<file path="config.mk">
export PLATFORM = sky130hd
export DESIGN_NAME = rxirq_unit
export DESIGN_NICKNAME = d
export VERILOG_FILES = /design/src/rtl/rxirq_pkg.sv /design/src/rtl/rxirq_cmpl_delay.sv /design/src/rtl/rxirq_flag_bank.sv /design/src/rtl/rxirq_hd_arb.sv /design/src/rtl/rxirq_unit.sv
export SDC_FILE = /design/constraint.sdc
export NUM_CORES = 1
export LEC_CHECK = 0
export ABC_AREA = 1
export CAP_MARGIN = 20
export CORE_UTILIZATION = 37
export DETAILED_ROUTE_END_ITERATION = 6
export HOLD_SLACK_MARGIN = 0.12
export PLACE_DENSITY_LB_ADDON = 0.3
export SLEW_MARGIN = 30
export SYNTH_ARGS = -nofsm -noshare
export SYNTH_HDL_FRONTEND = slang
export SYNTH_SLANG_ARGS = --single-unit
</file>
<file path="constraint.sdc">
create_clock -name clk -period 1.21 [get_ports clk]
set_input_delay 0.1815 -clock clk [delete_from_list [all_inputs] [get_ports clk]]
set_output_delay 0.1815 -clock clk [all_outputs]
set_load 0.005 [all_outputs]
</file>
<file path="src/rtl/rxirq_pkg.sv">
package rxirq_pkg;
  localparam int NFLAG     = 2;
  localparam int FLAG_ERR  = 0;
  localparam int FLAG_DONE = 1;
  localparam logic ADDR_FLAGS = 1'b0;
  localparam logic ADDR_MASK  = 1'b1;
  typedef logic [NFLAG-1:0] flag_vec_t;
endpackage

</file>
<file path="src/rtl/rxirq_cmpl_delay.sv">
// Holds a completion back after an error: a fixed cycle count or the next timer strobe.
module rxirq_cmpl_delay #(
  parameter int HALF_DIV = 4
) (
  input  logic clk,
  input  logic rst,
  input  logic load,
  input  logic cancel,
  input  logic use_timer,
  input  logic tmr_uflow,
  output logic fire,
  output logic pend
);
  localparam int CNT_W = (HALF_DIV > 1) ? $clog2(HALF_DIV) : 1;
  localparam logic [CNT_W-1:0] CNT_LOAD = CNT_W'(HALF_DIV - 1);

  logic [CNT_W-1:0] cnt_q;
  logic             pend_q;

  assign fire = pend_q && (use_timer ? tmr_uflow : (cnt_q == '0));
  assign pend = pend_q;

  always_ff @(posedge clk) begin
    if (rst) begin
      pend_q <= 1'b0;
      cnt_q  <= '0;
    end else if (cancel) begin
      pend_q <= 1'b0;
    end else if (load) begin
      pend_q <= 1'b1;
      cnt_q  <= CNT_LOAD;
    end else if (fire) begin
      pend_q <= 1'b0;
    end else if (pend_q && !use_timer) begin
      cnt_q  <= cnt_q - 1'b1;
    end
  end
endmodule

</file>
<file path="src/rtl/rxirq_flag_bank.sv">
// Sticky flags with write-one-to-clear, mask register and registered request.
module rxirq_flag_bank import rxirq_pkg::*; (
  input  logic      clk,
  input  logic      rst,
  input  flag_vec_t set_i,
  input  flag_vec_t clr_i,
  input  logic      mask_we,
  input  flag_vec_t mask_wdata,
  input  logic      cpu_ie,
  output flag_vec_t flags_o,
  output flag_vec_t mask_o,
  output logic      irq_o
);
  flag_vec_t flag_q, mask_q;
  logic      irq_q;

  for (genvar i = 0; i < NFLAG; i++) begin : g_flag
    always_ff @(posedge clk) begin
      if (rst) begin
        flag_q[i] <= 1'b0;
        mask_q[i] <= 1'b0;
      end else begin
        flag_q[i] <= set_i[i] | (flag_q[i] & ~clr_i[i]);
        if (mask_we) mask_q[i] <= mask_wdata[i];
      end
    end
  end

  always_ff @(posedge clk) begin
    if (rst) irq_q <= 1'b0;
    else     irq_q <= cpu_ie && |(flag_q & mask_q);
  end

  assign flags_o = flag_q;
  assign mask_o  = mask_q;
  assign irq_o   = irq_q;
endmodule

</file>
<file path="src/rtl/rxirq_hd_arb.sv">
// Trigger acceptance; half duplex when the shared clock line is in use.
module rxirq_hd_arb (
  input  logic clk,
  input  logic rst,
  input  logic sync_mode,
  input  logic rx_trig,
  input  logic tx_trig,
  input  logic rx_end,
  input  logic tx_end,
  output logic rx_active,
  output logic tx_active
);
  logic rx_q, tx_q, rx_go, tx_go;

  assign tx_go = tx_trig && (!sync_mode || !rx_q);
  assign rx_go = rx_trig && (!sync_mode || (!tx_q && !tx_trig));

  always_ff @(posedge clk) begin
    if (rst) begin
      rx_q <= 1'b0;
      tx_q <= 1'b0;
    end else begin
      rx_q <= rx_go || (rx_q && !rx_end);
      tx_q <= tx_go || (tx_q && !tx_end);
    end
  end

  assign rx_active = rx_q;
  assign tx_active = tx_q;
endmodule

</file>
<file path="src/rtl/rxirq_unit.sv">
module rxirq_unit import rxirq_pkg::*; #(
  parameter int HALF_DIV = 4
) (
  input  logic       clk,
  input  logic       rst,
  input  logic       sync_mode,
  input  logic       clk_sel,
  input  logic       tmr_uflow,
  input  logic       evt_parity,
  input  logic       evt_frame,
  input  logic       evt_overrun,
  input  logic       evt_done,
  input  logic       reg_we,
  input  logic       reg_addr,
  input  logic [1:0] reg_wdata,
  output logic [3:0] stat,
  input  logic       cpu_ie,
  output logic       irq,
  input  logic       rx_trig,
  input  logic       tx_trig,
  input  logic       rx_end,
  input  logic       tx_end,
  output logic       rx_active,
  output logic       tx_active
);
  logic      err_evt, need_dly, dly_fire, cmpl_pend;
  flag_vec_t set_vec, clr_vec, flags, mask;

  assign err_evt  = evt_parity | evt_frame | evt_overrun;
  assign need_dly = !sync_mode && (evt_parity || evt_frame);

  rxirq_cmpl_delay #(.HALF_DIV(HALF_DIV)) u_dly (
    .clk      (clk),
    .rst      (rst),
    .load     (evt_done && need_dly && !evt_overrun),
    .cancel   (evt_overrun),
    .use_timer(clk_sel),
    .tmr_uflow(tmr_uflow),
    .fire     (dly_fire),
    .pend     (cmpl_pend)
  );

  always_comb begin
    set_vec            = '0;
    set_vec[FLAG_ERR]  = err_evt;
    set_vec[FLAG_DONE] = dly_fire || (evt_done && !evt_overrun && !need_dly);
    clr_vec = (reg_we && reg_addr == ADDR_FLAGS) ? flag_vec_t'(reg_wdata) : '0;
  end

  rxirq_flag_bank u_flags (
    .clk       (clk),
    .rst       (rst),
    .set_i     (set_vec),
    .clr_i     (clr_vec),
    .mask_we   (reg_we && reg_addr == ADDR_MASK),
    .mask_wdata(flag_vec_t'(reg_wdata)),
    .cpu_ie    (cpu_ie),
    .flags_o   (flags),
    .mask_o    (mask),
    .irq_o     (irq)
  );

  rxirq_hd_arb u_arb (
    .clk      (clk),
    .rst      (rst),
    .sync_mode(sync_mode),
    .rx_trig  (rx_trig),
    .tx_trig  (tx_trig),
    .rx_end   (rx_end),
    .tx_end   (tx_end),
    .rx_active(rx_active),
    .tx_active(tx_active)
  );

  assign stat = {mask, flags};
endmodule

</file>
# Yosys cells after proc, flatten, opt, wreduce, memory -nomap -nowiden
# Cells that the tools add are included.
dict set report classes {
  add_sub_neg 1
  n_eq_ne 1
  muxes 7
  bitwise 11
  n_reduce_logical 36
}
# op count
set ops {}
lappend ops {{$logic_and A1 B1 Y1} 15}
lappend ops {{$logic_not A1 Y1} 9}
lappend ops {{$mux W2} 4}
lappend ops {{$logic_or A1 B1 Y1} 6}
lappend ops {{$not A1 Y1} 4}
lappend ops {{$or A1 B1 Y1} 4}
lappend ops {{$reduce_bool A2 Y1} 2}
lappend ops {{$reduce_or A2 Y1} 2}
lappend ops {{$mux W1} 3}
lappend ops {{$reduce_and A3 Y1} 1}
lappend ops {{$and A1 B1 Y1} 2}
lappend ops {{$and A2 B2 Y2} 1}
lappend ops {{$logic_not A2 Y1} 1}
lappend ops {{$ne A2 B1 Y1 const B} 1}
lappend ops {{$sub A2 B1 Y2 const B} 1}
dict set report word_totals {
  regBits 10
  output_inout_bits 7
  word_cells 65
}

# Longest topological paths before layout
# Gate-level depths: netlist of the first run.
dict set report logic_depth {
  ltp_word 6
  mapped_depth 8
  mapped_depth_nobuf 8
}

# Modules after synthesis
# From an unflattened synthesis of the first run, not the netlist that was laid out.
dict set report hier_totals {
  cells_unflattened 83
  area_unflattened_um2 526.8
}
# module instances cells_per_inst area_per_inst_um2
set by_module_without_submodules {}
lappend by_module_without_submodules {rxirq_cmpl_delay 1 30 187.7}
lappend by_module_without_submodules {rxirq_flag_bank 1 25 181.4}
lappend by_module_without_submodules {rxirq_hd_arb 1 12 85.1}
lappend by_module_without_submodules {rxirq_unit 1 16 72.6}

# Worst setup path before layout of the first run
# OpenSTA, ideal clock, no wires.
dict set report synth_path {
  kind {flip-flop to flip-flop}
  startpoint {register u_dly.cnt_q[0]}
  endpoint {register u_flags.flag_q[1], in the netlist u_flags.flags_o[1]}
  setup_time_ns 0.109
  arrival_time_ns 0.968
  required_time_ns 1.101
  path_slack_ns 0.134
  path_stages_with_launch 9
  path_buffers 0
  period_less_slack_ns 1.076
  path_cell_list {dfxtp_1 -> inv_1 -> ha_1 -> nor2_2 -> inv_1 -> nand3_1 -> nand3_1 -> nand2_1 -> inv_1}
}
dict set report synth_via {
  elab_chain_cells 5
}
# item line
set synth_rtl {}
lappend synth_rtl {{start: declaration} rxirq_cmpl_delay.sv:17} ;# logic [CNT_W-1:0] cnt_q;
lappend synth_rtl {{start signal: assignment} rxirq_cmpl_delay.sv:35} ;# cnt_q <= cnt_q - 1'b1;
lappend synth_rtl {{$logic_not A2 Y1} rxirq_cmpl_delay.sv:20} ;# assign fire = pend_q && (use_timer ? tmr_uflow : (cnt_q == '0));
lappend synth_rtl {{$mux W1} rxirq_cmpl_delay.sv:20}
lappend synth_rtl {{$logic_and A1 B1 Y1} rxirq_cmpl_delay.sv:20}
lappend synth_rtl {{$logic_or A1 B1 Y1} rxirq_unit.sv:46} ;# set_vec[FLAG_DONE] = dly_fire || (evt_done && !evt_overrun && !need_dly);
lappend synth_rtl {{$or A1 B1 Y1} rxirq_flag_bank.sv:23} ;# flag_q[i] <= set_i[i] | (flag_q[i] & ~clr_i[i]);
lappend synth_rtl {{end signal: indexed assignment} rxirq_flag_bank.sv:23}
lappend synth_rtl {{end: declaration} rxirq_flag_bank.sv:14} ;# flag_vec_t flag_q, mask_q;
# Every way passes these cells.
# A chain may end at the register's enable or synchronous reset.

# Worst setup path in the final report of the first run
# Same ends and word-level chain as after synthesis.

==> metrics.cfg, run 1 <==
[floorplan]
rows = 12
die_area_um2 = 1510
core_area_um2 = 1190
die_h_um = 38.8
pin_count = 25
start_util_pct = 42.3
dieWidth_um = 38.8

[drt]
drt_iter0_drc = 8
routed-via-count = 552
drt-total-wl_um = 1170
firstDrtPassIters = 3
wl_per_cell_um = 9.77
avgViaCountPerCell = 4.60
drcViolationCount = 0
antenna_left = 0

[clock_network]
clk_pin_slew_ns = 0.07
hold_buffers = 0
root_buffer = clkbuf_4
cts.htree.levels = 1
clk_path_buf_depth = 2
numCtsBuffers = 3
clk_latency_ns = 0.26
clock-sinks = 10
cts_tree = built

[sta]
fin_crit_ns = 1.11
timing.fmax_ghz = 0.903
fin_tns_setup_ns = 0
maxSlewViolCount = 0
rsz0062_at_grt = no
finalCritPeriodShare_pct = 91.5
relSlewSlack_pct = 85.8
tightest_slew_ns = 0.211
whs_ns = 0.457
setup_viol = 0
hold_viol = 0
skew_ns = 0.00229

[cells_and_area]
nets = 126
layout_commonest_cell = nand2_1
fillCellCount = 113
postLayoutCellArea_um2 = 817
mostFrequentLayoutCells = nand2_1 (22), inv_1 (17), clkdlybuf4s50_1 (17)
final_util_pct = 68.9
drive_gt1_share_pct = 17.9
fin_cells = 120
syn2layout_area_growth_pct = 62.8
num_antenna_cells = 0

[global_route]
grt_pass1_wl_um = 1970
first_global_vias = 520
grt_max_degree = 7
gr-total-overflow = 0
antenna_found_initial = 0
gr-usage-all-layers_pct = 19.0

[yosys]
synth-seq-cells = 10
synth_fp_nets = 95
ys.warnings.count = 0
synth_area_per_cell_um2 = 6.60
netlist_instances = 76
synth.distinct_cells = 13
synth_area_um2 = 502
ys_seq_area_share_pct = 39.9

[place]
io_buffer_count = 24
hpwl_um = 948
post_dp_cell_area_um2 = 767
dpl.cell_count = 115
routabilityCongestion = 0.729

[run_status]
status = complete, no violations

[setup_path]
cp_num_cells = 8
end_kind = register
rr_endpoint = u_flags.flags_o[1]$_SDFF_PP0_
start_kind = register
cp_data_arrival_time_ns = 1.27
worst-r2r-setup-slack_ns = 0.10
cpPeakStageDelay_ns = 0.33
crit_family = flip-flops
required_ns = 1.37
r2r_start = u_dly.cnt_q[0]$_SDFFE_PP0P_
crit_buf_inv = 3
cp_slowest_cell = dfxtp_2
critPathMaxFanout = 4
crit_start = u_dly.cnt_q[0]$_SDFFE_PP0P_
reg2reg_depth = 8
cpMostUsedCell = inv_1
endpoint = u_flags.flags_o[1]$_SDFF_PP0_
worstSetupPathType = register to register
crit_path_cell_trace = inv_1 -> ha_2 -> nor2_4 -> inv_1 -> nand3_1 -> nand3_1 -> nand2_1 -> inv_1

[pwr]
p_comb_share_pct = 19.5
p_int_mw = 0.627
pwr-share-seq_pct = 44.0
power_frac_clock_pct = 36.5
power-per-cell-area_nw_per_um2 = 1010
p_switching_mw = 0.196
p_leak_nw = 0.406
peakVddDrop_mv = 0.848
switching_share_pct = 23.8

[hold_path]
hold_depth = 3
hold_class = primary input to register

[flow_run]
cap_violations = 0

## tightest hold or removal path: cells and delay by family
family / cells / cell delay, ns
and+or+nand+nor: 1 / 0.07
buffers and inverters: 1 / 0.40
AOI/OAI and AO/OA: 1 / 0.03
## through the flow
| stage | worst slack (ns) | total power [mW] |
|---|---|---|
| floorplan | 0.134 | 0.425 |
| global placement | -0.00375 | 0.527 |
| detailed placement | -0.0289 | 0.530 |
| CTS | 0.0283 | 0.832 |
| global route | 0.0151 | 0.871 |
| finish | 0.103 | 0.823 |
## synth_stat cells
| cell type | instances | share of area [%] |
|---|---|---|
| nand2_1 | 22 | 16 |
| inv_1 | 17 | 13 |
| dfxtp_1 | 10 | 40 |
| nand3_1 | 7 | 7.0 |
| a21oi_1 | 5 | 5.0 |
| nor2_1 | 5 | 3.7 |
| o21ai_0 | 3 | 3.0 |
| nor2_2 | 2 | 2.5 |
| a21oi_2 | 1 | 1.7 |
| ha_1 | 1 | 2.5 |
| nand2_2 | 1 | 1.2 |
| nand3_2 | 1 | 2.0 |
| nor2_4 | 1 | 2.2 |
## registers in the layout, summed over array words and instances, names as in the netlist
register,cells
u_arb.rx_active,1
u_dly.pend,1
u_arb.tx_active,1
u_dly.cnt_q,2
u_flags.irq_o,1
u_flags.mask_o,2
u_flags.flags_o,2
## final cells by class
type	instances	area, um^2	area share [%]
clock buffers	4	36.3	4.44
inverters	17	63.8	7.81
multi-input cells	49	245	30.0
flip-flops and latches	10	208	25.4
well taps	14	17.5	2.14
repair buffers	26	246	30.2
## worst min-delay path by stage
stage / end / start
2_1_floorplan: u_dly.cnt_q[0]$_SDFFE_PP0P_ / rst
3_3_place_gp: u_flags.irq_o$_SDFF_PP0_ / u_flags.mask_o[1]$_SDFFE_PP0P_
3_5_place_dp: u_flags.irq_o$_SDFF_PP0_ / u_flags.mask_o[0]$_SDFFE_PP0P_
4_1_cts: u_flags.irq_o$_SDFF_PP0_ / cpu_ie
5_1_grt: u_flags.irq_o$_SDFF_PP0_ / cpu_ie
6_report: u_flags.irq_o$_SDFF_PP0_ / cpu_ie
## cell families after synthesis
| kind of cell | share of synthesized area (%) |
|---|---|
| simple gates | 35.2 |
| compound gates | 9.72 |
| buf+inv | 12.7 |
| fa+ha+maj | 2.49 |
| flops | 39.9 |
## power groups by stage
stage / clock (mW) / combinational [mW] / sequential (mW)
after global routing: 0.325 / 0.181 / 0.365
after detailed placement: 0 / 0.162 / 0.368
after global placement: 0 / 0.159 / 0.368
after CTS: 0.310 / 0.161 / 0.362
after floorplan: 0 / 0.0579 / 0.367
final: 0.300 / 0.160 / 0.362
## per-layer routing
layer  share of wire [%]  global-route usage [%]
met4                   0                    2.59
met2                  51                    37.5
met5                   0                       0
met3                 6.1                    5.78
met1                  43                    19.4
## what timing repair did
action	in CTS	in global routing
endpoints found under the setup margin	8	4
pin swaps	0	1
setup buffers	1	0
resized for setup	13	2
endpoints found under the hold margin	0	0
(Power assumes the default switching activity.)
==> inputs of run 2 (changes only) <==
CORE_UTILIZATION = 34   (was 37)
clock period = 1 ns   (was 1.21 ns; I/O delays follow)
==> run 2 against run 1 <==
  * Cell count increased by 7.5%
  * Non-clock buffer count up 9
  * Maximum frequency grew 5.4%
  * Count of clock-buffer cells in the layout fell by 1
  * Sequential power is 20% higher
  * Register-to-register slack got worse by 0.15 ns
  * Flip-flop and latch count is the same
  * The run now ends with setup timing left
  * Sequential share of layout area is 2.4 points lower
  * Clock skew rose by 0.0043 ns
  * Power up 15%
  * Global-route usage is 2.7 points higher
  * Via count rose by 4.5%
==> metrics.cfg, run 2 (same netlist as run 1, synthesis figures left out) <==
[run_status]
status = finished, violations left  ; was complete, no violations
violations = setup timing

[setup_path]
worstSetupPathType = register to register  ; unchanged
reg2reg_depth = 8  ; unchanged
cpPeakStageDelay_ns = 0.34  ; was 0.33 ns
cpMostUsedCell = nand2_1  ; was inv_1
start_kind = register  ; unchanged
critPathMaxFanout = 4  ; unchanged
required_ns = 1.17  ; was 1.37 ns
r2r_start = u_dly.cnt_q[0]$_SDFFE_PP0P_  ; unchanged
cp_data_arrival_time_ns = 1.22  ; was 1.27 ns
crit_family = simple AND/OR/NAND/NOR gates  ; was flip-flops
worst-r2r-setup-slack_ns = -0.05  ; was 0.10 ns
crit_path_cell_trace = inv_2 -> ha_4 -> nor2_4 -> nand2_2 -> nand2_1 -> nand3_1 -> nand2_1 -> inv_1  ; was inv_1 -> ha_2 -> nor2_4 -> inv_1 -> nand3_1 -> nand3_1 -> nand2_1 -> inv_1
cp_slowest_cell = dfxtp_2  ; unchanged
crit_buf_inv = 2  ; was 3
end_kind = register  ; unchanged
rr_endpoint = u_dly.cnt_q[1]$_SDFFE_PP0P_  ; was u_flags.flags_o[1]$_SDFF_PP0_

[sta]
tightest_slew_ns = 0.187  ; was 0.211 ns
maxSlewViolCount = 0  ; unchanged
fin_crit_ns = 1.05  ; was 1.11 ns
skew_ns = 0.00658  ; was 0.00229 ns
hold_viol = 0  ; unchanged
rsz0062_at_grt = yes  ; was no
relSlewSlack_pct = 87.5  ; was 85.8%
timing.fmax_ghz = 0.952  ; was 0.903 GHz
setup_ws_ns = -0.0509  ; was 0.103 ns
finalCritPeriodShare_pct = 105  ; was 91.5%
setup_viol = 4  ; was 0

[clock_network]
cts_tree = built  ; unchanged
cts.htree.levels = 1  ; unchanged
clk_pin_slew_ns = 0.07  ; about the same
clk_path_buf_depth = 2  ; unchanged
clock-sinks = 10  ; unchanged
root_buffer = clkbuf_4  ; unchanged
numCtsBuffers = 3  ; unchanged
clk_latency_ns = 0.27  ; was 0.26 ns

[global_route]
gr-total-overflow = 0  ; unchanged
first_global_vias = 581  ; was 520
grt_pass1_wl_um = 2190  ; was 1970 um
antenna_found_initial = 0  ; unchanged
gr-usage-all-layers_pct = 21.6  ; was 19.0%
grt_max_degree = 6  ; was 7

[floorplan]
core_area_um2 = 1330  ; was 1190 um^2
die_h_um = 40.4  ; was 38.8 um
die_area_um2 = 1630  ; was 1510 um^2
rows = 13  ; was 12
pin_count = 25  ; unchanged
dieWidth_um = 40.4  ; was 38.8 um
start_util_pct = 37.6  ; was 42.3%

[cells_and_area]
seq_area_um2 = 204  ; was 208 um^2
nets = 135  ; was 126
syn2layout_area_growth_pct = 76.8  ; was 62.8%
layout_commonest_cell = nand2_1  ; unchanged
num_antenna_cells = 0  ; unchanged
drive_gt1_share_pct = 27.2  ; was 17.9%
mostFrequentLayoutCells = nand2_1 (22), clkdlybuf4s50_1 (17), inv_1 (14)  ; was nand2_1 (22), inv_1 (17), clkdlybuf4s50_1 (17)
multiInputGateArea_um2 = 265  ; was 245 um^2
fillCellCount = 129  ; was 113

[drt]
drt_iter0_drc = 7  ; was 8
avgViaCountPerCell = 4.47  ; was 4.60
drcViolationCount = 0  ; unchanged
drt-total-wl_um = 1340  ; was 1170 um
wl_per_cell_um = 10.3  ; was 9.77 um
firstDrtPassIters = 4  ; was 3
antenna_left = 0  ; unchanged
routed-via-count = 577  ; was 552

[flow_run]
cap_violations = 0  ; unchanged

[place]
io_buffer_count = 24  ; unchanged
routabilityCongestion = 0.755  ; was 0.729
hpwl_um = 1060  ; was 948 um
dpl_worst_slack_ns = -0.206  ; was -0.0289 ns

[hold_path]
hold_class = primary input to register  ; unchanged
worstHoldStart = cpu_ie  ; unchanged
hold_depth = 3  ; unchanged
min_to = u_flags.irq_o$_SDFF_PP0_  ; unchanged

[pwr]
total_power_mw = 0.950  ; was 0.823 mW
peakVddDrop_mv = 0.976  ; was 0.848 mV
power-per-cell-area_nw_per_um2 = 1070  ; was 1010 nW/um^2
p_leak_nw = 0.433  ; was 0.406 nW

-- run 2: stage by stage --
| step | cell area (um^2) | std cells | util [%] | setup TNS (ns) | hold slack (ns) |
|---|---|---|---|---|---|
| after floorplan | 509 | 76 | - | 0 | 0.212 |
| after global placement | 843 | 125 | 63.2 | -0.720 | 0.563 |
| after detailed placement | 843 | 125 | 63.2 | -0.908 | 0.566 |
| after CTS | 891 | 129 | 66.8 | -0.222 | 0.415 |
| after global routing | 887 | 129 | 66.5 | -0.484 | 0.425 |
| final | 887 | 129 | 66.5 | -0.181 | 0.431 |
-- run 2: worst min-delay path, stage by stage --
cell             delay, ns
clkdlybuf4s50_1       0.39
nand2_1               0.07
a21oi_1               0.04
-- run 2: area by class of cell --
class                      instances  area share, %
timing repair buffer              35           35.3
multi-input combinational         49           29.9
sequential                        10           23.0
inverter                          17           7.19
clock buffer                       3           2.54
tap                               15           2.12
-- run 2: worst max path at each step --
stage	start	end	slack (ns)	cells past startpoint
after floorplan	u_dly.cnt_q[0]$_SDFFE_PP0P_	u_flags.flags_o[1]$_SDFF_PP0_	0.001	8
after global placement	clk_sel	u_flags.flags_o[1]$_SDFF_PP0_	-0.17	7
after detailed placement	evt_overrun	u_dly.cnt_q[1]$_SDFFE_PP0P_	-0.21	7
after CTS	u_dly.cnt_q[1]$_SDFFE_PP0P_	u_dly.cnt_q[1]$_SDFFE_PP0P_	-0.07	8
after global routing	u_dly.cnt_q[1]$_SDFFE_PP0P_	u_dly.cnt_q[1]$_SDFFE_PP0P_	-0.14	8
final	u_dly.cnt_q[0]$_SDFFE_PP0P_	u_dly.cnt_q[1]$_SDFFE_PP0P_	-0.05	8
-- run 2: per-layer routing --
metal | vias to the layer above | GRT usage [%] | wire length (um)
li1 | 311 | - | -
met1 | 247 | 19.9 | 520
met2 | 15 | 39.7 | 714
met3 | 4 | 10.0 | 72
met4 | 0 | 10.0 | 28
met5 | - | 0 | 0
-- run 2: report_power, final --
part / switching (mW) / internal [mW]
combinational: 0.0953 / 0.144
sequential: 0.0116 / 0.423
clock: 0.138 / 0.139
-- run 2: timing repair --
item,in CTS,in global routing
buffers inserted,1,0
pin swaps,4,2
gates resized for setup,18,7
setup endpoints to repair,11,10
hold endpoints to repair,0,0
hold buffers,0,0
==> inputs of run 3 (changes only) <==
GPL_ROUTABILITY_DRIVEN = 0   (was not set)
PLACE_DENSITY = 0.69   (was not set)
PLACE_DENSITY_LB_ADDON = not set   (was 0.3)
==> run 3 against run 2 <==
  * The flow still finishes with violations (setup timing)
  * Critical endpoint is now u_flags.flags_o[1]$_SDFF_PP0_
  * Power is 9.3% higher
  * Global-route usage is 4.0 points lower
  * Combinational power decreased by 3%
==> metrics.cfg, run 3 (same netlist as run 1, synthesis figures left out) <==
[run_status]
status = finished, violations left  ; unchanged
violations = setup timing  ; unchanged

[setup_path]
cpPeakStageDelay_ns = 0.33  ; was 0.34 ns
crit_family = flip-flops  ; was simple AND/OR/NAND/NOR gates
required_ns = 1.17  ; about the same
cp_slowest_cell = dfxtp_2  ; unchanged
end_kind = register  ; unchanged
critPathMaxFanout = 4  ; unchanged
crit_path_cell_trace = inv_2 -> ha_4 -> nor2_4 -> inv_2 -> nand3_2 -> nand3_2 -> nand2_1 -> inv_1  ; was inv_2 -> ha_4 -> nor2_4 -> nand2_2 -> nand2_1 -> nand3_1 -> nand2_1 -> inv_1
worstSetupPathType = register to register  ; unchanged
crit_buf_inv = 3  ; was 2
cp_data_arrival_time_ns = 1.19  ; was 1.22 ns
start_kind = register  ; unchanged

[floorplan]
pin_count = 25  ; unchanged
die_h_um = 40.4  ; unchanged
core_area_um2 = 1330  ; unchanged
rows = 13  ; unchanged
start_util_pct = 37.6  ; unchanged
die_area_um2 = 1630  ; unchanged
dieWidth_um = 40.4  ; unchanged

[global_route]
gr-total-overflow = 0  ; unchanged
grt_pass1_wl_um = 1850  ; was 2190 um
gr-usage-all-layers_pct = 17.7  ; was 21.6%
grt_max_degree = 7  ; was 6
antenna_found_initial = 0  ; unchanged
first_global_vias = 479  ; was 581

[drt]
antenna_left = 0  ; unchanged
avgViaCountPerCell = 4.44  ; was 4.47
wl_per_cell_um = 9.38  ; was 10.3 um
drcViolationCount = 0  ; unchanged
drt-total-wl_um = 1200  ; was 1340 um
firstDrtPassIters = 4  ; unchanged
drt_iter0_drc = 9  ; was 7
routed-via-count = 568  ; was 577

[clock_network]
clk_latency_ns = 0.26  ; was 0.27 ns
clk_pin_slew_ns = 0.07  ; about the same
root_buffer = clkbuf_4  ; unchanged
cts.htree.levels = 1  ; unchanged
numCtsBuffers = 3  ; unchanged
clock-sinks = 10  ; unchanged
clk_path_buf_depth = 2  ; unchanged
cts_tree = built  ; unchanged

[hold_path]
hold_class = primary input to register  ; unchanged

[place]
dpl_worst_slack_ns = -0.214  ; was -0.206 ns
io_buffer_count = 24  ; unchanged
hpwl_um = 948  ; was 1060 um
dpl.cell_count = 124  ; was 125

[sta]
fin_crit_ns = 1.02  ; was 1.05 ns
setup_viol = 3  ; was 4
maxSlewViolCount = 0  ; unchanged
rsz0062_at_grt = yes  ; unchanged
fin_tns_setup_ns = -0.0469  ; was -0.181 ns
setup_ws_ns = -0.0200  ; was -0.0509 ns
tightest_slew_ns = 0.196  ; was 0.187 ns
skew_ns = 0.00243  ; was 0.00658 ns
relSlewSlack_pct = 86.9  ; was 87.5%
finalCritPeriodShare_pct = 102  ; was 105%
timing.fmax_ghz = 0.980  ; was 0.952 GHz
hold_viol = 0  ; unchanged

[pwr]
power-per-cell-area_nw_per_um2 = 1150  ; was 1070 nW/um^2
total_power_mw = 1.04  ; was 0.950 mW
p_leak_nw = 0.436  ; was 0.433 nW
peakVddDrop_mv = 0.720  ; was 0.976 mV

[flow_run]
cap_violations = 0  ; unchanged

[cells_and_area]
final_util_pct = 67.4  ; was 66.5%
nets = 133  ; was 135
mostFrequentLayoutCells = nand2_1 (22), clkdlybuf4s50_1 (17), inv_1 (14)  ; unchanged
num_antenna_cells = 0  ; unchanged
syn2layout_area_growth_pct = 79.3  ; was 76.8%
fillCellCount = 130  ; was 129
drive_gt1_share_pct = 28.3  ; was 27.2%
layout_commonest_cell = nand2_1  ; unchanged
fin_cells = 128  ; was 129

==> run 3: report_power, final <==
group / switching [mW] / total [mW] / leakage (nW) / internal [mW]
clock: 0.149 / 0.370 / 0.0210 / 0.221
sequential: 0.0121 / 0.436 / 0.0846 / 0.424
combinational: 0.0909 / 0.232 / 0.331 / 0.141
==> run 3: worst min-delay path, cell delays in order <==
cell and delay (ns):
clkdlybuf4s50_1 0.40, nand2_1 0.06, a21oi_1 0.04
==> run 3: timing repair <==
item,4_1_cts,5_1_grt
pin swaps,3,1
gates resized for setup,17,9
buffers inserted,0,0
gates cloned,0,0
hold buffers,0,0
setup endpoints to repair,11,10
==> run 3: final cells by class <==
class / instances / area [um^2] / area share, %
Inverter: 17 / 63.8 / 7.09
Timing Repair Buffer: 33 / 307 / 34.1
Multi-Input combinational cell: 49 / 265 / 29.5
Sequential cell: 10 / 209 / 23.2
Clock buffer: 4 / 36.3 / 4.03
Tap cell: 15 / 18.8 / 2.09
==> run 3: final timing paths <==
check | from | endpoint | slack, ns | cells past startpoint
setup / recovery | u_dly.cnt_q[0]$_SDFFE_PP0P_ | u_flags.flags_o[1]$_SDFF_PP0_ | -0.02 | 8
hold / removal | cpu_ie | u_flags.irq_o$_SDFF_PP0_ | 0.42 | 3
setup reg to reg | u_dly.cnt_q[0]$_SDFFE_PP0P_ | u_flags.flags_o[1]$_SDFF_PP0_ | -0.02 | 8
hold reg to reg | u_dly.cnt_q[0]$_SDFFE_PP0P_ | u_dly.cnt_q[0]$_SDFFE_PP0P_ | 0.57 | 3
==> run 3: per-stage QoR <==
step | area [um^2] | hold slack [ns]
final | 900 | 0.423
after global routing | 900 | 0.458
after CTS | 888 | 0.418
after detailed placement | 836 | 0.565
after global placement | 836 | 0.556
after floorplan | 509 | 0.212
==> run 3: layer usage <==
metal | global-route usage (%) | vias up | wire (um)
li1 | - | 305 | -
met1 | 19.6 | 246 | 542
met2 | 28.6 | 15 | 587
met3 | 6.67 | 2 | 56
met4 | 10.0 | 0 | 13
met5 | 0 | - | 0
